<file path="config.mk">
export PLATFORM = sky130hd
export DESIGN_NAME = mgpio_port
export DESIGN_NICKNAME = d
export VERILOG_FILES = /design/src/rtl/mgpio_pkg.sv /design/src/rtl/mgpio_sync.sv /design/src/rtl/mgpio_regs.sv /design/src/rtl/mgpio_rdmux.sv /design/src/rtl/mgpio_port.sv
export SDC_FILE = /design/constraint.sdc
export NUM_CORES = 1
export LEC_CHECK = 0
export BUFFER_PORTS_ARGS = -buffer_cell sky130_fd_sc_hd__buf_2
export CORE_MARGIN = 4
export CORE_UTILIZATION = 54
export DETAILED_ROUTE_END_ITERATION = 16
export PLACE_DENSITY_LB_ADDON = 0.15
export SLEW_MARGIN = 5
export SYNTH_ARGS = -nofsm -noshare
export SYNTH_HDL_FRONTEND = slang
export SYNTH_SLANG_ARGS = --single-unit
</file>
<file path="constraint.sdc">
create_clock -name clk -period 2 [get_ports clk]
set_clock_uncertainty 0.1 [all_clocks]
set_input_delay 0.5 -clock clk [delete_from_list [all_inputs] [get_ports clk]]
set_output_delay 0.5 -clock clk [all_outputs]
set_load 0.01 [all_outputs]
</file>
<file path="src/rtl/mgpio_pkg.sv">
package mgpio_pkg;
  localparam int WORD_SEL_W = 3;
  localparam logic [WORD_SEL_W-1:0] WSEL_DIR  = 3'd0;
  localparam logic [WORD_SEL_W-1:0] WSEL_MASK = 3'd4;
  localparam logic [WORD_SEL_W-1:0] WSEL_PIN  = 3'd5;
  localparam logic [WORD_SEL_W-1:0] WSEL_SET  = 3'd6;
  localparam logic [WORD_SEL_W-1:0] WSEL_CLR  = 3'd7;
endpackage

</file>
<file path="src/rtl/mgpio_sync.sv">
module mgpio_sync #(
  parameter int W      = 32,
  parameter int STAGES = 2
) (
  input  logic         clk,
  input  logic         rst_n,
  input  logic [W-1:0] d_in,
  output logic [W-1:0] d_sync
);
  logic [W-1:0] chain [STAGES];

  genvar s;
  generate
    for (s = 0; s < STAGES; s++) begin : g_stage
      if (s == 0) begin : g_first
        always_ff @(posedge clk or negedge rst_n)
          if (!rst_n) chain[s] <= '0;
          else        chain[s] <= d_in;
      end else begin : g_next
        always_ff @(posedge clk or negedge rst_n)
          if (!rst_n) chain[s] <= '0;
          else        chain[s] <= chain[s-1];
      end
    end
  endgenerate

  assign d_sync = chain[STAGES-1];
endmodule

</file>
<file path="src/rtl/mgpio_regs.sv">
module mgpio_regs
  import mgpio_pkg::*;
#(
  parameter int W = 32
) (
  input  logic                  clk,
  input  logic                  rst_n,
  input  logic                  wr_en,
  input  logic [WORD_SEL_W-1:0] sel,
  input  logic [W-1:0]          wdata,
  input  logic [W-1:0]          lanes,
  input  logic [W-1:0]          ana_sel,
  output logic [W-1:0]          dir_q,
  output logic [W-1:0]          mask_q,
  output logic [W-1:0]          out_q,
  output logic [W-1:0]          set_eff,
  output logic [W-1:0]          clr_eff,
  output logic [W-1:0]          pin_upd
);
  // bits a set/clear write may touch: written 1, enabled lane, output, reachable
  function automatic logic [W-1:0] strobe_bits(
    input logic [W-1:0] wd, input logic [W-1:0] ln, input logic [W-1:0] dir,
    input logic [W-1:0] msk, input logic [W-1:0] ana);
    return wd & ln & dir & ~msk & ~ana;
  endfunction

  // bits a direct pin-value write may load
  function automatic logic [W-1:0] load_bits(
    input logic [W-1:0] ln, input logic [W-1:0] msk, input logic [W-1:0] ana);
    return ln & ~msk & ~ana;
  endfunction

  function automatic logic [W-1:0] merge(
    input logic [W-1:0] old_v, input logic [W-1:0] new_v, input logic [W-1:0] en);
    return (old_v & ~en) | (new_v & en);
  endfunction

  logic wr_dir, wr_mask, wr_pin, wr_set, wr_clr;
  assign wr_dir  = wr_en && (sel == WSEL_DIR);
  assign wr_mask = wr_en && (sel == WSEL_MASK);
  assign wr_pin  = wr_en && (sel == WSEL_PIN);
  assign wr_set  = wr_en && (sel == WSEL_SET);
  assign wr_clr  = wr_en && (sel == WSEL_CLR);

  assign set_eff = wr_set ? strobe_bits(wdata, lanes, dir_q, mask_q, ana_sel) : '0;
  assign clr_eff = wr_clr ? strobe_bits(wdata, lanes, dir_q, mask_q, ana_sel) : '0;
  assign pin_upd = wr_pin ? load_bits(lanes, mask_q, ana_sel) : '0;

  always_ff @(posedge clk or negedge rst_n) begin
    if (!rst_n) begin
      dir_q  <= '0;
      mask_q <= '0;
      out_q  <= '0;
    end else begin
      if (wr_dir)  dir_q  <= merge(dir_q, wdata, lanes);
      if (wr_mask) mask_q <= merge(mask_q, wdata, lanes);
      out_q <= (merge(out_q, wdata, pin_upd) | set_eff) & ~clr_eff;
    end
  end
endmodule

</file>
<file path="src/rtl/mgpio_rdmux.sv">
module mgpio_rdmux
  import mgpio_pkg::*;
#(
  parameter int W = 32
) (
  input  logic                  clk,
  input  logic                  rst_n,
  input  logic                  rd_en,
  input  logic [WORD_SEL_W-1:0] sel,
  input  logic [W-1:0]          dir_q,
  input  logic [W-1:0]          mask_q,
  input  logic [W-1:0]          out_q,
  input  logic [W-1:0]          pin_sync,
  input  logic [W-1:0]          ana_sel,
  output logic [W-1:0]          rdata
);
  function automatic logic [W-1:0] visible_pins(
    input logic [W-1:0] lvl, input logic [W-1:0] msk, input logic [W-1:0] ana);
    return lvl & ~msk & ~ana;
  endfunction

  logic [W-1:0] rd_word;

  always_comb begin
    case (sel)
      WSEL_DIR:  rd_word = dir_q;
      WSEL_MASK: rd_word = mask_q;
      WSEL_PIN:  rd_word = visible_pins(pin_sync, mask_q, ana_sel);
      WSEL_SET:  rd_word = out_q;
      default:   rd_word = '0;
    endcase
  end

  always_ff @(posedge clk or negedge rst_n)
    if (!rst_n)     rdata <= '0;
    else if (rd_en) rdata <= rd_word;
endmodule

</file>
<file path="src/rtl/mgpio_port.sv">
module mgpio_port
  import mgpio_pkg::*;
#(
  parameter int W         = 32,
  parameter int SYNC_DEPTH = 2,
  localparam int LANES    = W / 8
) (
  input  logic                  clk,
  input  logic                  rst_n,
  input  logic [WORD_SEL_W-1:0] bus_word,
  input  logic [W-1:0]          bus_wdata,
  input  logic [LANES-1:0]      bus_be,
  input  logic                  bus_wr,
  input  logic                  bus_rd,
  output logic [W-1:0]          bus_rdata,
  input  logic [W-1:0]          pad_in,
  input  logic [W-1:0]          ana_sel,
  output logic [W-1:0]          pad_out,
  output logic [W-1:0]          pad_oe
);
  function automatic logic [W-1:0] expand_lanes(input logic [LANES-1:0] be);
    logic [W-1:0] m;
    for (int k = 0; k < LANES; k++) m[8*k +: 8] = {8{be[k]}};
    return m;
  endfunction

  logic [W-1:0] lane_mask;
  logic [W-1:0] dir_q, mask_q, out_q, pin_sync;
  logic [W-1:0] set_eff, clr_eff, pin_upd;

  assign lane_mask = expand_lanes(bus_be);

  mgpio_sync #(.W(W), .STAGES(SYNC_DEPTH)) u_sync (
    .clk(clk), .rst_n(rst_n), .d_in(pad_in), .d_sync(pin_sync));

  mgpio_regs #(.W(W)) u_regs (
    .clk(clk), .rst_n(rst_n), .wr_en(bus_wr), .sel(bus_word),
    .wdata(bus_wdata), .lanes(lane_mask), .ana_sel(ana_sel),
    .dir_q(dir_q), .mask_q(mask_q), .out_q(out_q),
    .set_eff(set_eff), .clr_eff(clr_eff), .pin_upd(pin_upd));

  mgpio_rdmux #(.W(W)) u_rdmux (
    .clk(clk), .rst_n(rst_n), .rd_en(bus_rd), .sel(bus_word),
    .dir_q(dir_q), .mask_q(mask_q), .out_q(out_q), .pin_sync(pin_sync),
    .ana_sel(ana_sel), .rdata(bus_rdata));

  assign pad_oe  = dir_q & ~ana_sel;
  assign pad_out = out_q & ~ana_sel;
endmodule

</file>
==> results.md <==
- Worst setup SP type: register
- WP data required: 1400 ps
- Peak supply drop: 0.0007594 V
- Most frequent cell after synthesis: dfrtp_1
- Die width: 135.0 um
- Global route overflow: 0
- Drt pass-1 iters: 5
- Number of synthesized flops with an enable pin: 0
- Initial antenna violation count: 3
- Fin crit period: 1855 ps
- Vias in the first global route: 7495
- Nature of the critical path endpoint: output port
- Distinct cells, synth: 45
- Max_slew headroom: 0.6085
- Status: complete, no violations
- DPL Wire Length: about 17 mm
- WP data arrival: 1260 ps
- Synth Flop Type: dfrtp_1
- Worst hold margin: 71.38 ps
- GRT Util Overall: 0.2754
- Clk_lat worst skew: 430 ps
- Hold path depth: 1
- Clock buffer depth: 2
- Crit path kind: reg2out
- Routability congestion estimate: 0.8537
- Final worst path period share: 0.9277
- CTS tree: yes
- Synthesized Nets: just over 800
- Rows: 46
- Lkg Pwr: about 4.9 nW
- Worst setup path end: pad_oe[30]
- Slowest stage delay, CP: 440 ps
- Syn. warnings: 0
- Total core area: 0.01583 mm2
- Post-route ant nets: 0
- Worst r2r dst: u_regs.out_q[30]
- Synth area leaders: dfrtp_1 (55%), mux2_2 (7.2%), a221oi_2 (5.2%)
- Final Cell Area: 0.01091 mm2
- WL/cell: 20.93 um
- Fmax: 539.0 MHz
- Sequential fraction of the synthesis area: 0.5514
- Largest net degree at the start of global routing: 58
- CTS clk-pin slew, worst paths: 70 ps
- Final hold vios: 0
- Highest net fanout along the worst path: 5
- Fraction of layout cells with a size suffix above 1: 0.3949
- Asr flop ratio synth: 1.000
- Area growth from synthesis to layout: 25.17%
- Synth Area per Inst: approximately 12 um2
- Clk root buf: clkbuf_16
- Wire length of the first global-routing pass: 39.31 mm
- Drt initial violations: roughly 540
- Area leader, netlist: dfrtp_1
- Routed WL: approximately 25 mm
- Synth cell count leaders: dfrtp_1 (192), nor2b_1 (59), mux2_2 (56)
- RSZ-0062 raised after global routing: false
- Worst path cell trace: nor2b_1, buf_2
- Initial Utilization: 0.5505
- Top-area cell type share of the netlist area: 0.5514
- Worst Reg2Reg Path Length in Cells: 4
- Avg Vias per Cell: just over 6
- DIE AREA: 0.01823 mm2
- Post-synthesis register bit count: ~190
- # IOs: 203
- H-tree Lvls: 4
- Vias: 7204
- DP Area: just over 0.01 mm2
- Setup Viol. Count Final: 0
- Min-Delay Path Class: in2reg
- Post-cts resize count: 0
- Die height: 135.0 um
- Port bufs: between 200 and 250
- Worst-Margin Slew: roughly 590 ps
- Post-synthesis cell area: 0.008713 mm2
- Num Clock Sinks: 192
- MaxCap Viol Count: 0
- Pwr/cell area: 945.8 mW/mm2
- Gate Count Post-Synth: 722
- Fin. max-slew vios: 0
- # nets final: between 1000 and 1500
- FF-to-FF setup slack: approximately 440 ps
- DRC violations left: 0
- CTS buffer count: 17
- Slowest cell on the critical path: dfrtp_1
## per-stage QoR
step,cells,setup WS (ps),TNS (ps),power [mW],utilization
2_1_floorplan,722,154.3,0,6.099,-
3_5_place_dp,1158,-76.53,-652.4,6.998,0.6519
3_3_place_gp,1158,12.88,0,6.874,0.6519
4_1_cts,1191,136.1,0,10.35,0.6889
6_report,1192,144.6,0,10.32,0.6891
5_1_grt,1192,93.16,0,10.80,0.6891
## power breakdown
part	total, mW	switching (mW)	internal [mW]
sequential	5.04	0.591	4.45
combinational	1.93	0.958	0.971
clock	3.34	1.52	1.83
## worst min path at each step
stage,startpoint,end
floorplan,rst_n,async pin
global placement,u_sync.chain[58],u_sync.d_sync[26]
detailed placement,u_sync.chain[43],u_sync.d_sync[11]
CTS,pad_in[17],u_sync.chain[49]
global route,pad_in[16],u_sync.chain[48]
finish,pad_in[17],u_sync.chain[49]
## cell usage in the layout, fill, tap and decap left out, drive strengths merged, types with 9 or more instances in the layout
master	instances
clkbuf	22
nand4	10
mux2	57
a32o	33
o211ai	13
nor2b	59
o22ai	32
and2	16
o21ai	17
nand2	14
nand3b	9
o41a	9
nor2	48
dfrtp	192
nand2b	10
inv	42
a31oi	25
a221oi	32
buf	251
## layer usage
layer | wire (um) | up-vias | global-route usage
met5 | 21 | - | 0
met4 | 722 | 4 | 0.1086
met3 | 1762 | 64 | 0.05551
met2 | 12280 | 335 | 0.4600
met1 | 10160 | 3591 | 0.3557
li1 | - | 3210 | -
## kinds of logic after synthesis
logic type / after synthesis / share of synthesized area
AO/OA/AOI/OAI: 193 / 0.1920
buffers and inverters: 72 / 0.03777
flip-flops: 192 / 0.5514
multiplexers: 65 / 0.08285
AND/OR/NAND/NOR: 200 / 0.1360
## worst max-delay path, delay by kind of cell, from the launching register on
| kind | cells | cell delay (ps) |
|---|---|---|
| buffers and inverters | 1 | 160 |
| flip-flops | 1 | 440 |
| AND/OR/NAND/NOR | 1 | 230 |
## layout make-up
class                   count  area, um2
clock inverters            11      105.1
fillers                  1140       4921
flip-flops and latches    192       4805
well taps                 216      270.3
diodes                      1      2.502
multi-input cells         458       3598
repair buffers            253       1505
inverters                  40      150.1
clock buffers              21      470.5
## timing repair
item | CTS | global route
hold buffers | 1 | 0
endpoints found under the hold margin | 50 | 0
buffers inserted | 0 | 0
Note: power is estimated with default switching activity, not from simulation.
